--- config.mk ---
export PLATFORM = sky130hd
export DESIGN_NAME = i2c_mode_ctrl
export DESIGN_NICKNAME = d
export VERILOG_FILES = /design/src/rtl/i2c_mode_pkg.sv /design/src/rtl/i2c_mode_busmon.sv /design/src/rtl/i2c_mode_evt.sv /design/src/rtl/i2c_mode_reg.sv /design/src/rtl/i2c_mode_ctrl.sv
export SDC_FILE = /design/constraint.sdc
export NUM_CORES = 1
export LEC_CHECK = 0
export BUFFER_PORTS_ARGS = -buffer_cell sky130_fd_sc_hd__buf_2
export CAP_MARGIN = 20
export CORE_AREA = 2 2 39 41
export DETAILED_ROUTE_END_ITERATION = 10
export DIE_AREA = 0 0 41 43
export GPL_TIMING_DRIVEN = 0
export HOLD_SLACK_MARGIN = 0.03
export RECOVER_POWER = 25
export SLEW_MARGIN = 20
export SYNTH_ARGS = -nofsm -noshare
export SYNTH_HDL_FRONTEND = slang
export SYNTH_SLANG_ARGS = --single-unit
--- constraint.sdc ---
create_clock -name clk -period 1.2 [get_ports clk]
set_input_delay 0.12 -clock clk [delete_from_list [all_inputs] [get_ports clk]]
set_output_delay 0.12 -clock clk [all_outputs]
set_load 0.02 [all_outputs]
--- src/rtl/i2c_mode_pkg.sv ---
package i2c_mode_pkg;
  localparam int MODE_W = 2;

  typedef enum logic [MODE_W-1:0] {
    MODE_SLV_RX = 2'b00,
    MODE_SLV_TX = 2'b01,
    MODE_MST_RX = 2'b10,
    MODE_MST_TX = 2'b11
  } op_mode_e;

  // role: 1 master / 0 slave ; dir: 1 transmit / 0 receive
  typedef struct packed {
    logic role;
    logic dir;
  } mode_bits_t;

  // per-bit update request produced by the bus-event decoder
  typedef struct packed {
    logic role_we;
    logic role_val;
    logic dir_we;
    logic dir_val;
  } mode_upd_t;
endpackage

--- src/rtl/i2c_mode_busmon.sv ---
module i2c_mode_busmon (
  input  logic clk,
  input  logic rst_n,
  input  logic soft_rst,
  input  logic start_req,
  input  logic rstart_req,
  input  logic start_det,
  input  logic stop_det,
  output logic start_pend,
  output logic rstart_pend,
  output logic busy
);
  // requests: a detected start consumes the old request, a new one in the same cycle stays
  always_ff @(posedge clk or negedge rst_n) begin
    if (!rst_n) begin
      start_pend  <= 1'b0;
      rstart_pend <= 1'b0;
      busy        <= 1'b0;
    end else if (soft_rst) begin
      start_pend  <= 1'b0;
      rstart_pend <= 1'b0;
      busy        <= 1'b0;
    end else begin
      start_pend  <= start_req  | (start_pend  & ~start_det);
      rstart_pend <= rstart_req | (rstart_pend & ~start_det);
      if (stop_det)       busy <= 1'b0;
      else if (start_det) busy <= 1'b1;
    end
  end
endmodule

--- src/rtl/i2c_mode_evt.sv ---
module i2c_mode_evt
  import i2c_mode_pkg::*;
#(
  parameter bit GCALL_EN = 1'b1
) (
  input  mode_bits_t cur,
  input  logic       start_pend,
  input  logic       rstart_pend,
  input  logic       busy,
  input  logic       start_det,
  input  logic       addr_tx,
  input  logic       addr_rw,
  input  logic       slv_match,
  input  logic       slv_rw,
  input  logic       gcall,
  output mode_upd_t  upd
);
  logic gc_hit;

  generate
    if (GCALL_EN) begin : g_gcall
      assign gc_hit = gcall;
    end else begin : g_no_gcall
      assign gc_hit = 1'b0;
    end
  endgenerate

  always_comb begin
    upd = '0;
    if (start_det && start_pend) begin
      upd.role_we  = 1'b1;
      upd.role_val = 1'b1;
      upd.dir_we   = 1'b1;
      upd.dir_val  = 1'b1;
    end else if (start_det && rstart_pend) begin
      upd.dir_we  = 1'b1;
      upd.dir_val = 1'b1;
    end else if (start_det && busy && !cur.role) begin
      upd.dir_we  = 1'b1;
      upd.dir_val = 1'b0;
    end else if (addr_tx && cur.role) begin
      upd.dir_we  = 1'b1;
      upd.dir_val = ~addr_rw;
    end else if ((slv_match || gc_hit) && !cur.role) begin
      upd.dir_we  = 1'b1;
      upd.dir_val = slv_rw & ~gc_hit;
    end
  end
endmodule

--- src/rtl/i2c_mode_reg.sv ---
module i2c_mode_reg
  import i2c_mode_pkg::*;
(
  input  logic       clk,
  input  logic       rst_n,
  input  logic       soft_rst,
  input  logic       clr,
  input  mode_upd_t  upd,
  input  logic       cpu_wr,
  input  logic       unlock,
  input  mode_bits_t cpu_wdata,
  output mode_bits_t q
);
  logic cpu_ok;
  assign cpu_ok = cpu_wr & unlock;

  always_ff @(posedge clk or negedge rst_n) begin
    if (!rst_n) begin
      q <= '0;
    end else if (soft_rst || clr) begin
      q <= '0;
    end else begin
      if (upd.role_we)  q.role <= upd.role_val;
      else if (cpu_ok)  q.role <= cpu_wdata.role;
      if (upd.dir_we)   q.dir  <= upd.dir_val;
      else if (cpu_ok)  q.dir  <= cpu_wdata.dir;
    end
  end
endmodule

--- src/rtl/i2c_mode_ctrl.sv ---
module i2c_mode_ctrl
  import i2c_mode_pkg::*;
#(
  parameter bit GCALL_EN = 1'b1
) (
  input  logic              clk,
  input  logic              rst_n,
  input  logic              soft_rst_i,
  input  logic              start_req_i,
  input  logic              rstart_req_i,
  input  logic              start_det_i,
  input  logic              stop_det_i,
  input  logic              arb_lost_i,
  input  logic              addr_tx_i,
  input  logic              addr_rw_i,
  input  logic              slv_match_i,
  input  logic              slv_rw_i,
  input  logic              gcall_i,
  input  logic              cpu_wr_i,
  input  logic [MODE_W-1:0] cpu_wdata_i,
  input  logic              wr_unlock_i,
  output logic              role_o,
  output logic              dir_o,
  output logic [MODE_W-1:0] mode_o
);
  logic       start_pend, rstart_pend, busy;
  mode_bits_t cur;
  mode_upd_t  upd;
  logic       role, dir;

  i2c_mode_busmon u_mon (
    .clk         (clk),
    .rst_n       (rst_n),
    .soft_rst    (soft_rst_i),
    .start_req   (start_req_i),
    .rstart_req  (rstart_req_i),
    .start_det   (start_det_i),
    .stop_det    (stop_det_i),
    .start_pend  (start_pend),
    .rstart_pend (rstart_pend),
    .busy        (busy)
  );

  i2c_mode_evt #(.GCALL_EN(GCALL_EN)) u_evt (
    .cur         (cur),
    .start_pend  (start_pend),
    .rstart_pend (rstart_pend),
    .busy        (busy),
    .start_det   (start_det_i),
    .addr_tx     (addr_tx_i),
    .addr_rw     (addr_rw_i),
    .slv_match   (slv_match_i),
    .slv_rw      (slv_rw_i),
    .gcall       (gcall_i),
    .upd         (upd)
  );

  i2c_mode_reg u_reg (
    .clk       (clk),
    .rst_n     (rst_n),
    .soft_rst  (soft_rst_i),
    .clr       (stop_det_i | arb_lost_i),
    .upd       (upd),
    .cpu_wr    (cpu_wr_i),
    .unlock    (wr_unlock_i),
    .cpu_wdata (mode_bits_t'(cpu_wdata_i)),
    .q         (cur)
  );

  assign role   = cur.role;
  assign dir    = cur.dir;
  assign role_o = role;
  assign dir_o  = dir;
  assign mode_o = op_mode_e'(cur);
endmodule

==> run metrics <==
most area-consuming cells after synthesis sky130_fd_sc_hd__dfrtp_1, sky130_fd_sc_hd__a2111oi_4, sky130_fd_sc_hd__a21oi_1, sky130_fd_sc_hd__buf_4, sky130_fd_sc_hd__mux2_4; class of the tightest hold or removal check input pin to register; highest net fanout along the worst path 5; total iterations of the first detailed-routing run 4; part of the power in combinational logic 0.184; critical path startpoint category register; number of nets at the end of the flow 73; clock sink total 5; Rel. slew slack 0.811; length of routed met3 wiring approximately 85 um; required arrival time at the worst endpoint 1.32 ns; dominant synthesized flop cell sky130_fd_sc_hd__dfrtp_1; Buffers on Ports 20; share of cells above drive strength 1 0.509; mean routed wirelength per cell 10.3 um; final hold slack just over 0.07 ns; wire length of the first global-routing pass 1.04 mm; Max-cap violations 0; largest stage delay on the critical path 0.43 ns; global router's overall resource usage 0.0988; number of synthesized register bits 5; CP Capture Type register; library cell with the highest instance count after synthesis sky130_fd_sc_hd__dfrtp_1; final setup violation count 0; cell-by-cell trace of the critical path mux2_4 > a2111oi_4 > nor3_1; Top-Level Pins 21; commonest cells in the netlist sky130_fd_sc_hd__dfrtp_1, sky130_fd_sc_hd__a21oi_1, sky130_fd_sc_hd__nand2_1, sky130_fd_sc_hd__nor2_1; vias after detailed routing roughly 300; growth of design area from synthesis to finish 60.7%; post-route core utilization 0.333; minimum clock period after layout between 1 and 1.5 ns; synth unique cells 16; buffers from clock root to sink, at most 2; count of yosys warnings during synthesis 0; actual slew at the worst max-slew pin 0.283 ns; Detailed Route WL ~730 um; kind of critical path register to register; core area 1380 um^2; period utilization 0.965; switching power between 0.1 and 0.15 mW; highest ir drop seen on vdd about 0.27 mV; synthesized netlist cell count 28; detailed-routed wire length on met2 around 370 um; Metal-1 WL around 280 um; full die area ~1800 um^2; uppermost layer routed met3; CTS tree yes; clock slew at the register clock pins of the worst setup and hold paths approximately 0.05 ns; number of buffers created by CTS 3; number of enable flip-flop cells after synthesis 0; Power Dens Cells a little over 1000 nW/um^2; Congestion Overflow GR 0; average vias per placed instance 4.21; starting density of the core 0.207; static leakage 0.243 nW; syn nets 45; Clock Power Share 0.424; area share of the leading cell type in the synthesized netlist 0.437; portion of the post-synthesis area used by sequential elements 0.437; initial antenna violation count 0; placement row count 14; Filler cells roughly 160; pin count of the biggest net entering global routing 7; via count of the first global-routing pass about 270; skew final ~0.0036 ns; clock latency reported for the late side of the worst-skew pair between 0.2 and 0.25 ns; cell at the slowest stage of the critical path sky130_fd_sc_hd__dfrtp_2; library cell occupying the most area in the post-synthesis netlist sky130_fd_sc_hd__dfrtp_1; part of the total power dissipated in sequential elements 0.392; setup repair after global routing missed its margin no; Chip Height approximately 43 um; starting DRC count in detailed routing 4; CTS root buffer sky130_fd_sc_hd__clkbuf_4; fraction of registers with async set or reset after synthesis 1.00; setup total negative slack 0 ns; Critical path buffers and inverters 0; sw frac 0.249; final RePlAce weighted congestion 0.679; Residual DRC 0; overall die width between 40 and 50 um; number of nets with antenna violations after detailed routing 0; maximum clock rate around 860 MHz; cell area after technology mapping between 200 and 300 um^2; H-tree depth 1; final slew viol count 0; Crit path max-delay family flip-flops; arrival time of data at the critical path endpoint 1.28 ns; synthesized area per cell 10.2 um^2; outcome complete, no violations; cell internal power dissipation between 0.3 and 0.4 mW; Final Hold Violating Endpoints 0; # diodes 0
per-layer routing:
layer / vias to the layer above / track usage
li1: 152 / -
met1: 127 / 0.0814
met2: 20 / 0.150
met3: 0 / 0.0524
met4: 0 / 0.100
met5: - / 0
cell families (layout without fill, tap and decap cells):
kind of cell           after synthesis  count (layout)  share of synthesized area
and+or+nand+nor                     11              11                      0.179
muxes                                2               2                     0.0873
DFF                                  5               5                      0.437
AOI/OAI and AO/OA                    7               7                      0.231
buffers and inverters                3              30                     0.0655
placed cells by master (no fill, tap or decap), drive strengths merged:
cell type	n
dlygate4sd3	2
a211oi	1
inv	1
and3	1
nor3	2
nand2	3
nand2b	1
dfrtp	5
mux2i	1
o21a	1
clkbuf	5
mux2	1
buf	22
or3	1
a2111oi	1
a221oi	1
a21oi	3
nor2	3
repair_timing:
| item | CTS | global route |
|---|---|---|
| hold buffers | 1 | 1 |
| hold endpoints to repair | 5 | 1 |
| buffers inserted | 0 | 1 |
| gates resized for setup | 0 | 0 |
| endpoints found under the setup margin | 0 | 1 |
cell type report:
cell class	instances	area, um^2	area share
Timing Repair Buffer	23	126	0.274
Buffer	2	15.0	0.0326
Clock buffer	4	26.3	0.0571
Sequential cell	5	126	0.274
Multi-Input combinational cell	20	143	0.310
Tap cell	16	20.0	0.0435
Inverter	1	3.75	0.00815
worst paths after layout:
check | start | end | slack [ns] | depth (start not counted)
max in group asynchronous | rst_n | u_reg.q[1]$_DFFE_PN0P_ | 0.68 | 2
setup reg to reg | u_reg.q[1]$_DFFE_PN0P_ | u_reg.q[0]$_DFFE_PN0P_ | 0.04 | 3
hold reg to reg | u_mon.rstart_pend$_DFF_PN0_ | u_mon.rstart_pend$_DFF_PN0_ | 0.53 | 2
setup / recovery | u_reg.q[1]$_DFFE_PN0P_ | u_reg.q[0]$_DFFE_PN0P_ | 0.04 | 3
min in group asynchronous | rst_n | u_reg.q[0]$_DFFE_PN0P_ | 0.28 | 2
hold / removal | soft_rst_i | u_mon.rstart_pend$_DFF_PN0_ | 0.07 | 2
state kept, by name, indices dropped and copies added (netlist names):
name,count
u_mon.start_pend,1
u_reg.q,2
u_mon.rstart_pend,1
u_mon.busy,1
power groups by stage:
stage	clock [mW]	combinational [mW]	sequential, mW
finish	0.198	0.0860	0.183
floorplan	0	0.0390	0.186
detailed placement	0	0.0816	0.185
global route	0.223	0.0945	0.183
CTS	0.206	0.0846	0.183
global placement	0	0.0792	0.185
per-stage QoR:
step           power [mW]  instances  cell area (um^2)  setup WS [ns]
2_1_floorplan       0.225         28               288         0.0340
3_3_place_gp        0.264         64               408         0.0592
3_5_place_dp        0.267         64               408         0.0155
6_report            0.466         71               460         0.0423
4_1_cts             0.473         69               444         0.0166
5_1_grt             0.501         71               460         0.0138
(Power assumes the default switching activity.)
